**src/rtl/cmdbank_pkg.sv**
```systemverilog
package cmdbank_pkg;
    typedef enum logic [3:0] {
        TGT_NONE, TGT_KEY, TGT_PGAM, TGT_NGAM, TGT_VOP,
        TGT_VCOM, TGT_LINE, TGT_PORCH, TGT_INV, TGT_MIPI
    } tgt_e;

    localparam logic [7:0] OP_KEY   = 8'hFF;
    localparam logic [7:0] OP_TBL_A = 8'hB0;
    localparam logic [7:0] OP_TBL_B = 8'hB1;
    localparam logic [7:0] OP_LINE  = 8'hC0;
    localparam logic [7:0] OP_PORCH = 8'hC1;
    localparam logic [7:0] OP_INV   = 8'hC2;
    localparam logic [7:0] OP_MIPI  = 8'hD0;

    localparam int KEY_LEN   = 5;
    localparam int LINE_FW   = 7;
    localparam int LINES_W   = LINE_FW + 4;
    localparam int CLK_BASE  = 512;
    localparam int CLK_W     = $clog2(CLK_BASE) + 1;

    function automatic logic [7:0] key_byte(input logic [2:0] pos);
        case (pos)
            3'd0:    return 8'h77;
            3'd1:    return 8'h01;
            default: return 8'h00;
        endcase
    endfunction

    function automatic logic is_ext_op(input logic [7:0] op);
        return (op == OP_TBL_A) || (op == OP_TBL_B) || (op == OP_LINE) ||
               (op == OP_PORCH) || (op == OP_INV) || (op == OP_MIPI);
    endfunction
endpackage

```
**src/rtl/cmd_router.sv**
```systemverilog
module cmd_router
    import cmdbank_pkg::*;
#(
    parameter int IDX_W = 5
) (
    input  logic             clk,
    input  logic             rst_n,
    input  logic             in_valid,
    input  logic             in_sop,
    input  logic             in_eop,
    input  logic [7:0]       in_data,
    output logic             wr_en,
    output tgt_e             wr_tgt,
    output logic [IDX_W-1:0] wr_idx,
    output logic [7:0]       wr_data,
    output logic             cmd2_en,
    output logic [3:0]       bank_sel,
    output logic             unsup
);
    localparam logic [IDX_W-1:0] IDX_MAX  = '1;
    localparam logic [IDX_W-1:0] KEY_LAST = IDX_W'(KEY_LEN - 1);

    typedef struct packed {
        tgt_e             tgt;
        logic [IDX_W-1:0] idx;
        logic             key_ok;
        logic             in_pkt;
        logic             cmd2;
        logic [3:0]       bank;
        logic             unsup;
    } rt_t;

    rt_t rt_d, rt_q;

    function automatic tgt_e decode(input logic [7:0] op, input logic c2,
                                    input logic [3:0] bk);
        tgt_e t;
        t = TGT_NONE;
        if (op == OP_KEY) begin
            t = TGT_KEY;
        end else if (c2 && bk == 4'd0) begin
            case (op)
                OP_TBL_A: t = TGT_PGAM;
                OP_TBL_B: t = TGT_NGAM;
                OP_LINE:  t = TGT_LINE;
                OP_PORCH: t = TGT_PORCH;
                OP_INV:   t = TGT_INV;
                default:  t = TGT_NONE;
            endcase
        end else if (c2 && bk == 4'd1) begin
            case (op)
                OP_TBL_A: t = TGT_VOP;
                OP_TBL_B: t = TGT_VCOM;
                OP_MIPI:  t = TGT_MIPI;
                default:  t = TGT_NONE;
            endcase
        end
        return t;
    endfunction

    always_comb begin
        rt_d       = rt_q;
        rt_d.unsup = 1'b0;
        if (in_valid) begin
            if (in_sop) begin
                rt_d.in_pkt = !in_eop;
                rt_d.idx    = '0;
                rt_d.key_ok = 1'b1;
                rt_d.tgt    = decode(in_data, rt_q.cmd2, rt_q.bank);
                rt_d.unsup  = is_ext_op(in_data) && !rt_q.cmd2;
            end else if (rt_q.in_pkt) begin
                if (rt_q.idx < KEY_LAST && in_data != key_byte(rt_q.idx[2:0]))
                    rt_d.key_ok = 1'b0;
                if (rt_q.idx != IDX_MAX)
                    rt_d.idx = rt_q.idx + 1'b1;
                if (in_eop) begin
                    rt_d.in_pkt = 1'b0;
                    if (rt_q.tgt == TGT_KEY && rt_q.key_ok && rt_q.idx == KEY_LAST) begin
                        rt_d.cmd2 = in_data[4];
                        rt_d.bank = in_data[4] ? in_data[3:0] : 4'd0;
                    end
                end
            end
        end
    end

    always_ff @(posedge clk) begin
        if (!rst_n) begin
            rt_q <= '{tgt: TGT_NONE, idx: '0, key_ok: 1'b0, in_pkt: 1'b0,
                      cmd2: 1'b0, bank: 4'd0, unsup: 1'b0};
        end else begin
            rt_q <= rt_d;
        end
    end

    assign wr_en    = in_valid && !in_sop && rt_q.in_pkt &&
                      rt_q.tgt != TGT_NONE && rt_q.tgt != TGT_KEY;
    assign wr_tgt   = rt_q.tgt;
    assign wr_idx   = rt_q.idx;
    assign wr_data  = in_data;
    assign cmd2_en  = rt_q.cmd2;
    assign bank_sel = rt_q.bank;
    assign unsup    = rt_q.unsup;


    unsup_gate_chk: assert property (@(posedge clk) disable iff (!rst_n)
        rt_q.unsup |-> !rt_q.cmd2);

    sel_upd_chk: assert property (@(posedge clk) disable iff (!rst_n)
        !$stable({rt_q.cmd2, rt_q.bank}) |-> $past(in_valid && in_eop && !in_sop));

    bank_zero_chk: assert property (@(posedge clk) disable iff (!rst_n)
        !rt_q.cmd2 |-> rt_q.bank == 4'd0);

    bank0_route_chk: assert property (@(posedge clk) disable iff (!rst_n)
        (wr_en && (wr_tgt == TGT_PGAM || wr_tgt == TGT_LINE || wr_tgt == TGT_INV))
        |-> (rt_q.cmd2 && rt_q.bank == 4'd0));
endmodule

```
**src/rtl/cfg_regs.sv**
```systemverilog
module cfg_regs
    import cmdbank_pkg::*;
#(
    parameter int GAMMA_LEN = 16,
    parameter int IDX_W     = 5
) (
    input  logic                   clk,
    input  logic                   rst_n,
    input  logic                   wr_en,
    input  tgt_e                   wr_tgt,
    input  logic [IDX_W-1:0]       wr_idx,
    input  logic [7:0]             wr_data,
    output logic [GAMMA_LEN*8-1:0] pos_gamma,
    output logic [GAMMA_LEN*8-1:0] neg_gamma,
    output logic [7:0]             vop_code,
    output logic [7:0]             vcom_code,
    output logic [LINES_W-1:0]     total_lines,
    output logic [7:0]             vbp,
    output logic [7:0]             vfp,
    output logic [2:0]             inv_mode,
    output logic [CLK_W-1:0]       clocks_per_line,
    output logic                   eot_en
);
    localparam int GI_W = $clog2(GAMMA_LEN);
    localparam logic [IDX_W-1:0] GLEN = IDX_W'(GAMMA_LEN);

    typedef struct packed {
        logic [GAMMA_LEN-1:0][7:0] pg;
        logic [GAMMA_LEN-1:0][7:0] ng;
        logic [7:0] vop;
        logic [7:0] vcom;
        logic [7:0] ln0;
        logic [7:0] ln1;
        logic [7:0] vbp;
        logic [7:0] vfp;
        logic [7:0] inv0;
        logic [7:0] inv1;
        logic [7:0] mipi;
    } rg_t;

    rg_t rg_d, rg_q;
    logic first, second;

    assign first  = (wr_idx == '0);
    assign second = (wr_idx == IDX_W'(1));

    always_comb begin
        rg_d = rg_q;
        if (wr_en) begin
            case (wr_tgt)
                TGT_PGAM:  if (wr_idx < GLEN) rg_d.pg[wr_idx[GI_W-1:0]] = wr_data;
                TGT_NGAM:  if (wr_idx < GLEN) rg_d.ng[wr_idx[GI_W-1:0]] = wr_data;
                TGT_VOP:   if (first) rg_d.vop  = wr_data;
                TGT_VCOM:  if (first) rg_d.vcom = wr_data;
                TGT_MIPI:  if (first) rg_d.mipi = wr_data;
                TGT_LINE: begin
                    if (first)  rg_d.ln0 = wr_data;
                    if (second) rg_d.ln1 = wr_data;
                end
                TGT_PORCH: begin
                    if (first)  rg_d.vbp = wr_data;
                    if (second) rg_d.vfp = wr_data;
                end
                TGT_INV: begin
                    if (first)  rg_d.inv0 = wr_data;
                    if (second) rg_d.inv1 = wr_data;
                end
                default: ;
            endcase
        end
    end

    always_ff @(posedge clk) begin
        if (!rst_n) rg_q <= '0;
        else        rg_q <= rg_d;
    end

    logic [LINES_W-1:0] line_base, line_extra;
    assign line_base  = (LINES_W'(rg_q.ln0[LINE_FW-1:0]) + LINES_W'(1)) << 3;
    assign line_extra = rg_q.ln0[7] ? LINES_W'({rg_q.ln1[1:0], 1'b0}) : '0;

    assign pos_gamma       = rg_q.pg;
    assign neg_gamma       = rg_q.ng;
    assign vop_code        = rg_q.vop;
    assign vcom_code       = rg_q.vcom;
    assign total_lines     = line_base + line_extra;
    assign vbp             = rg_q.vbp;
    assign vfp             = rg_q.vfp;
    assign inv_mode        = rg_q.inv0[2:0];
    assign clocks_per_line = CLK_W'(CLK_BASE) + (CLK_W'(rg_q.inv1[4:0]) << 4);
    assign eot_en          = rg_q.mipi[3];


    hold_chk: assert property (@(posedge clk) disable iff (!rst_n)
        !$past(wr_en) |-> $stable(rg_q));

    vop_src_chk: assert property (@(posedge clk) disable iff (!rst_n)
        !$stable(rg_q.vop) |-> $past(wr_en && wr_tgt == TGT_VOP));

    gamma_src_chk: assert property (@(posedge clk) disable iff (!rst_n)
        !$stable(rg_q.pg) |-> $past(wr_en && wr_tgt == TGT_PGAM));
endmodule

```
**src/rtl/cmdbank_decoder.sv**
```systemverilog
module cmdbank_decoder
    import cmdbank_pkg::*;
#(
    parameter int GAMMA_LEN = 16
) (
    input  logic                   clk,
    input  logic                   rst_n,
    input  logic                   in_valid,
    input  logic                   in_sop,
    input  logic                   in_eop,
    input  logic [7:0]             in_data,
    output logic                   cmd2_en,
    output logic [3:0]             bank_sel,
    output logic                   unsup_cmd,
    output logic [GAMMA_LEN*8-1:0] pos_gamma,
    output logic [GAMMA_LEN*8-1:0] neg_gamma,
    output logic [7:0]             vop_code,
    output logic [7:0]             vcom_code,
    output logic [LINES_W-1:0]     total_lines,
    output logic [7:0]             vbp,
    output logic [7:0]             vfp,
    output logic [2:0]             inv_mode,
    output logic [CLK_W-1:0]       clocks_per_line,
    output logic                   eot_en
);
    localparam int SPAN  = (GAMMA_LEN > KEY_LEN) ? GAMMA_LEN : KEY_LEN;
    localparam int IDX_W = $clog2(SPAN) + 1;

    logic             wr_en;
    tgt_e             wr_tgt;
    logic [IDX_W-1:0] wr_idx;
    logic [7:0]       wr_data;

    cmd_router #(.IDX_W(IDX_W)) u_router (
        .clk(clk), .rst_n(rst_n), .in_valid(in_valid), .in_sop(in_sop),
        .in_eop(in_eop), .in_data(in_data), .wr_en(wr_en), .wr_tgt(wr_tgt),
        .wr_idx(wr_idx), .wr_data(wr_data), .cmd2_en(cmd2_en),
        .bank_sel(bank_sel), .unsup(unsup_cmd)
    );

    cfg_regs #(.GAMMA_LEN(GAMMA_LEN), .IDX_W(IDX_W)) u_regs (
        .clk(clk), .rst_n(rst_n), .wr_en(wr_en), .wr_tgt(wr_tgt),
        .wr_idx(wr_idx), .wr_data(wr_data), .pos_gamma(pos_gamma),
        .neg_gamma(neg_gamma), .vop_code(vop_code), .vcom_code(vcom_code),
        .total_lines(total_lines), .vbp(vbp), .vfp(vfp), .inv_mode(inv_mode),
        .clocks_per_line(clocks_per_line), .eot_en(eot_en)
    );
endmodule

```
**config.mk**
```make
export PLATFORM = sky130hd
export DESIGN_NAME = cmdbank_decoder
export DESIGN_NICKNAME = d
export VERILOG_FILES = /design/src/rtl/cmdbank_pkg.sv /design/src/rtl/cmd_router.sv /design/src/rtl/cfg_regs.sv /design/src/rtl/cmdbank_decoder.sv
export SDC_FILE = /design/constraint.sdc
export NUM_CORES = 1
export LEC_CHECK = 0
export CORE_AREA = 2 2 156 158
export DETAILED_ROUTE_END_ITERATION = 16
export DIE_AREA = 0 0 158 160
export DONT_BUFFER_PORTS = 1
export GPL_TIMING_DRIVEN = 0
export PLACE_DENSITY_LB_ADDON = 0.12
export SYNTH_ARGS = -nofsm -noshare
export SYNTH_HDL_FRONTEND = slang
export SYNTH_SLANG_ARGS = --single-unit
```
**constraint.sdc**
```tcl
create_clock -name clk -period 3.4 [get_ports clk]
set_clock_uncertainty 0.2 [all_clocks]
set_input_delay 0.17 -clock clk [delete_from_list [all_inputs] [get_ports clk]]
set_output_delay 0.17 -clock clk [all_outputs]
set_load 0.05 [all_outputs]
```
==> out/summary.txt, run 1 <==
Clock power share = 0.478
DRT iter0 DRCs = 804
Relative slew slack = 0.227
Diodes inserted = 0
Post-DP HPWL = 26,400 microns
FILL cells = 2,067
Switching share of power = 0.219
Synth Warn # = 0
Critical hold path startpoint = in_eop
Tot Pwr = 7.80 mW
CP max-delay cell = dfxtp_1
Num Clock Sinks = 324
P_int = 6.09 mW
Antenna Nets Post-Route = 0
Clk Latency, worst-skew pair = 0.51 ns
Core box area = 23,800 sq um
Worst min path class = input pin to flop
Most common cell after layout, fill and taps aside = dfxtp_1
Period utilization = 0.811
Register area share after synthesis = 0.464
GP Congestion = 0.906
Most used DFF post-synth = dfxtp_1
Gate power share = 0.035
First-pass GRT wire length = 56,300 microns
Syn Inst Count = 1,565
CP peak stage delay = 0.69 ns
Hold_buf cts = 13
Min-Delay Endpoint = u_router.cmd2_en$_SDFFE_PN0P_
Vias in the first global route = 9,843
Fmax = 363 MHz
Post-CTS Resized = 0
Critical Path RT = 3.64 ns
Synth cell types = 54
Post-synth ARST share = 0
Leakage = 6.54 nW
Crit path max-delay family = simple AND/OR/NAND/NOR gates
Worst r2r dst = u_router.wr_tgt[3]$_SDFFE_PN0P_
Most frequent CP cell = nor4b_1
IO Port Bufs = 0
Share of cells above drive strength 1 = 0.246
Postcts setup bufs = 0
Worst VDD drop = 0.000318 V
Layout Nets = 1,637
Crit end category = flop
Grt ovf = 0
Final total negative setup slack = 0 ns
Num ports = 332
GRT Overall Usage = 0.287
Register area = 6490 sq um
Starting Density = 0.587
Unrepaired setup endpoints after global routing = no
Critical path cell sequence = nor4b_1 > nor4b_1 > a32oi_1 > dlygate4sd3_1 > nor2b_1
Reg2reg path depth = 5
Post-Syn Area per Cell = 8.93 sq um
Final hold vios = 0
Slew @ Worst Pin = 1.15 ns
Max Buffers Root-to-Sink = 3
Max-cap violations = 0
DRT Wirelength = 37,900 microns
Final worst slack = 0.644 ns
Hold path cells = 4
Kind of critical path = flop to flop
Post-synth EDFFs = 0
DP Area = 14,400 sq um
Sequential Power Share = 0.487
Clock Tree Root = clkbuf_16
Worst hold margin = 0.0629 ns
Die W = 158 microns
1st-pass router iterations = 5
Synth Cell Area = 14,000 sq um
Final setup viols = 0
Initial antenna violation count = 0
Buffers and inverters on the worst path = 1
Final Cell Area = 15,700 sq um
# rows = 57
Status = completed
Synth-to-Final Area Change = 12.0%
R2r startpoint = u_router.cmd2_en$_SDFFE_PN0P_
Register bit total from synthesis = 324
Cts bufs inserted = 34
PwrDens = 498 nW/um^2
Critical Path Fanout Max = 4
Pins Over Slew Limit = 0
Die H = 160 microns
Clk pin slew, worst setup/hold paths = 0.06 ns
P_sw = 1.71 mW
Avg WL per Cell = 19.3 microns
Area occupied by multi-input gates = 4640 sq um
CTS tree = done
Worst EP arrival = 3.00 ns
Via count = 10,880
Dpl ws = 0.751 ns
Largest net degree at the start of global routing = 15
Die area = 25,300 sq um
Vias per cell = 5.54
Htree depth = 2
DRC Markers = 0
Worst reg-to-reg setup slack = 0.64 ns
Minimum clock period = 2.76 ns
Most frequent cells in the layout = dfxtp_1, buf_4, nand3_1
Startpoint class of the critical path = flop
==> area by class of cell <==
type	instances	area share
buffer	432	0.181
clock buffer	47	0.0647
clock inverter	12	0.00743
inverter	7	0.00168
multi-input combinational	806	0.296
sequential	324	0.414
tap	324	0.0259
timing repair buffer	13	0.00831
==> cell usage after synthesis (all sizes together) (3+ instances only) <==
cell type	count	area, sq um
nor2	8	40.0
nand2	73	274
nor4b	5	58.8
and2	8	50.1
a21oi	3	15.0
nand4	38	250
nor2b	23	144
clkbuf	80	302
nor3	9	50.1
buf	352	2540
mux2i	71	711
o21ai	251	1260
inv	7	26.3
xnor2	3	26.3
ha	6	75.1
nand3	256	1290
dfxtp	324	6490
and3	8	50.1
and3b	5	43.8
==> state kept, by name, summed over array words and instances, names as in the netlist, 4 cells and up <==
register / flops
u_regs.pos_gamma: 128
u_regs.vcom_code: 8
u_regs.rg_q: 15
u_regs.neg_gamma: 128
u_regs.vop_code: 8
u_router.wr_idx: 5
u_router.bank_sel: 4
u_regs.vbp: 8
u_regs.vfp: 8
u_router.wr_tgt: 4
==> layer usage <==
metal	wire length, microns	GRT usage	part of all wire
met1	16000	0.368	0.42
met4	1110	0.115	0.029
met2	18200	0.478	0.48
met3	2540	0.0499	0.067
met5	0	0	0
==> worst max-delay path by stage <==
stage / from / endpoint / slack (ns) / depth (start not counted)
finish: u_router.cmd2_en$_SDFFE_PN0P_ / u_router.wr_tgt[3]$_SDFFE_PN0P_ / 0.64 / 5
global route: u_router.cmd2_en$_SDFFE_PN0P_ / u_router.wr_tgt[3]$_SDFFE_PN0P_ / 0.43 / 5
CTS: u_router.cmd2_en$_SDFFE_PN0P_ / u_router.wr_tgt[3]$_SDFFE_PN0P_ / 0.73 / 5
detailed placement: u_router.wr_idx[0]$_SDFFE_PN0P_ / u_regs.pos_gamma[71]$_SDFFE_PN0P_ / 0.75 / 8
global placement: u_router.wr_idx[0]$_SDFFE_PN0P_ / u_regs.pos_gamma[71]$_SDFFE_PN0P_ / 0.81 / 8
floorplan: u_router.wr_idx[0]$_SDFFE_PN0P_ / u_regs.neg_gamma[101]$_SDFFE_PN0P_ / 1.37 / 8
==> cell families (layout without fill, tap and decap cells) <==
logic type	after synthesis	count (layout)	synth area share
AND/OR/NAND/NOR	448	448	0.170
other	2	6	0.000537
flip-flops	324	324	0.464
XOR/XNOR	5	5	0.00313
multiplexers	71	71	0.0509
buffers and inverters	439	511	0.205
AO/OA/AOI/OAI	269	269	0.100
adder cells (fa/ha/maj)	7	7	0.00609
==> power by group through the flow <==
stage / Clock [mW] / Combinational (mW) / Sequential (mW)
2_1_floorplan: 0 / 0.160 / 3.88
3_3_place_gp: 0 / 0.254 / 3.88
3_5_place_dp: 0 / 0.256 / 3.88
4_1_cts: 3.77 / 0.269 / 3.80
5_1_grt: 3.92 / 0.292 / 3.80
6_report: 3.73 / 0.273 / 3.80
==> tightest hold or removal path: cells and delay by family <==
kind          cells  cell delay [ns]
buf+inv           1             0.19
mux               1             0.09
simple gates      2             0.28
==> per-stage QoR <==
stage               utilization  instances
detailed placement        0.604       1893
global route              0.657       1965
floorplan                     -       1569
global placement          0.604       1893
finish                    0.657       1965
CTS                       0.657       1965
Power figures use the tool's default switching activity.
==> inputs of run 2 (changes only) <==
--- a/config.mk
+++ b/config.mk
@@ -5,9 +5,9 @@
 export SDC_FILE = /design/constraint.sdc
 export NUM_CORES = 1
 export LEC_CHECK = 0
-export CORE_AREA = 2 2 156 158
+export CORE_AREA = 2 2 160 162
 export DETAILED_ROUTE_END_ITERATION = 16
-export DIE_AREA = 0 0 158 160
+export DIE_AREA = 0 0 162 164
 export DONT_BUFFER_PORTS = 1
 export GPL_TIMING_DRIVEN = 0
 export PLACE_DENSITY_LB_ADDON = 0.12
==> constraint.sdc (replaced) <==
create_clock -name clk -period 2.3 [get_ports clk]
set_clock_uncertainty 0.2 [all_clocks]
set_input_delay 0.115 -clock clk [delete_from_list [all_inputs] [get_ports clk]]
set_output_delay 0.115 -clock clk [all_outputs]
set_load 0.05 [all_outputs]
==> out/summary.txt, run 2 (synthesis results as in run 1) <==
Sequential Power Share = 0.488
Num Clock Sinks = 324
DRC Markers = 0
GP Congestion = 0.889
Vias in the first global route = 10,274
Core box area = 24,800 sq um
Worst VDD drop = 0.000473 V
FILL cells = 2,172
Critical Path RT = 2.47 ns
PwrDens = 717 nW/um^2
Status = completed
Most frequent cells in the layout = buf_4, dfxtp_1, nand3_1
Layout Nets = 1,673
Final worst slack = 0.0993 ns
Critical Path Fanout Max = 10
DP Area = 14,400 sq um
Clk pin slew, worst setup/hold paths = 0.06 ns
Leakage = 6.74 nW
IO Port Bufs = 0
Via count = 11,013
Area occupied by multi-input gates = 4720 sq um
Final hold vios = 0
Gate power share = 0.036
Diodes inserted = 0
Minimum clock period = 2.20 ns
Period utilization = 0.957
First-pass GRT wire length = 58,900 microns
Max Buffers Root-to-Sink = 3
Register area = 6490 sq um
Worst min path class = input pin to flop
Htree depth = 2
1st-pass router iterations = 6
P_int = 8.97 mW
Max-cap violations = 0
Slew @ Worst Pin = 0.845 ns
Kind of critical path = input pin to flop
Grt ovf = 0
Final setup viols = 0
Worst EP arrival = 2.37 ns
Vias per cell = 5.48
CTS tree = done
Crit end category = flop
Die W = 162 microns
GRT Overall Usage = 0.282
Startpoint class of the critical path = input pin
Antenna Nets Post-Route = 0
Post-DP HPWL = 26,800 microns
DRT iter0 DRCs = 988
Most common cell after layout, fill and taps aside = buf_4
Num ports = 332
# rows = 58
Die area = 26,600 sq um
Switching share of power = 0.220
Fmax = 454 MHz
Cts bufs inserted = 34
Dpl ws = -0.372 ns
Final Cell Area = 16,100 sq um
Die H = 164 microns
P_sw = 2.53 mW
Clk Latency, worst-skew pair = 0.50 ns
Clock Tree Root = clkbuf_16
Relative slew slack = 0.437
Synth-to-Final Area Change = 14.9%
Unrepaired setup endpoints after global routing = yes
Largest net degree at the start of global routing = 15
Starting Density = 0.563
DRT Wirelength = 39,000 microns
Share of cells above drive strength 1 = 0.277
Initial antenna violation count = 0
Tot Pwr = 11.5 mW
Clock power share = 0.476
Avg WL per Cell = 19.4 microns
Fin util = 0.647
Pins Over Slew Limit = 0
## run 2: worst paths after layout
path / from / cells past startpoint / slack, ns / end
worst max-delay path: in_data[0] / 6 / 0.1 / u_regs.neg_gamma[112]$_SDFFE_PN0P_
worst min-delay path: in_data[1] / 3 / 0.03 / u_regs.pos_gamma[65]$_SDFFE_PN0P_
worst max register to register: u_router.wr_idx[1]$_SDFFE_PN0P_ / 7 / 0.12 / u_regs.neg_gamma[30]$_SDFFE_PN0P_
worst min register to register: u_regs.vcom_code[7]$_SDFFE_PN0P_ / 2 / 0.26 / u_regs.vcom_code[7]$_SDFFE_PN0P_
## run 2: power groups by stage
| stage | logic, mW | registers (mW) | clock network (mW) |
|---|---|---|---|
| after floorplan | 0.237 | 5.74 | 0 |
| after global placement | 0.381 | 5.74 | 0 |
| after detailed placement | 0.383 | 5.74 | 0 |
| after CTS | 0.404 | 5.62 | 5.52 |
| after global routing | 0.440 | 5.61 | 5.78 |
| final | 0.411 | 5.62 | 5.48 |
## run 2: layer usage
| metal | GRT usage | up-vias | wire length (microns) |
|---|---|---|---|
| met5 | 0 | - | 0 |
| met3 | 0.0566 | 68 | 2890 |
| met4 | 0.0929 | 0 | 1150 |
| li1 | - | 5253 | - |
| met1 | 0.368 | 5241 | 16400 |
| met2 | 0.472 | 451 | 18600 |
## run 2: worst max-delay path: stages
cell and delay (ns):
dlygate4sd3_1 0.55, clkbuf_1 0.26, nand2_1 0.20, clkbuf_1 0.54, clkbuf_1 0.51, o21ai_0 0.18
## run 2: repair_timing
action | 4_1_cts | 5_1_grt
hold buffers | 13 | 0
endpoints found under the setup margin | 205 | 139
endpoints found under the hold margin | 39 | 0
resized for setup | 7 | 51
setup buffers | 29 | 8
pin swaps | 26 | 6
## run 2: area by class of cell
class                   count  share of cell area
flip-flops and latches    324               0.404
plain buffers             431               0.179
multi-input cells         806               0.294
clock buffers              53              0.0658
clock inverters             8             0.00437
repair buffers             50              0.0254
inverters                   7             0.00164
well taps                 330              0.0257
## run 2: metrics by stage
stage	TNS [ns]	std cells	hold slack [ns]
finish	0	2009	0.0280
floorplan	0	1569	0.105
global route	-0.0555	2009	0.0369
detailed placement	-25.75	1899	0.120
global placement	-14.99	1899	0.110
CTS	0	2001	0.00488
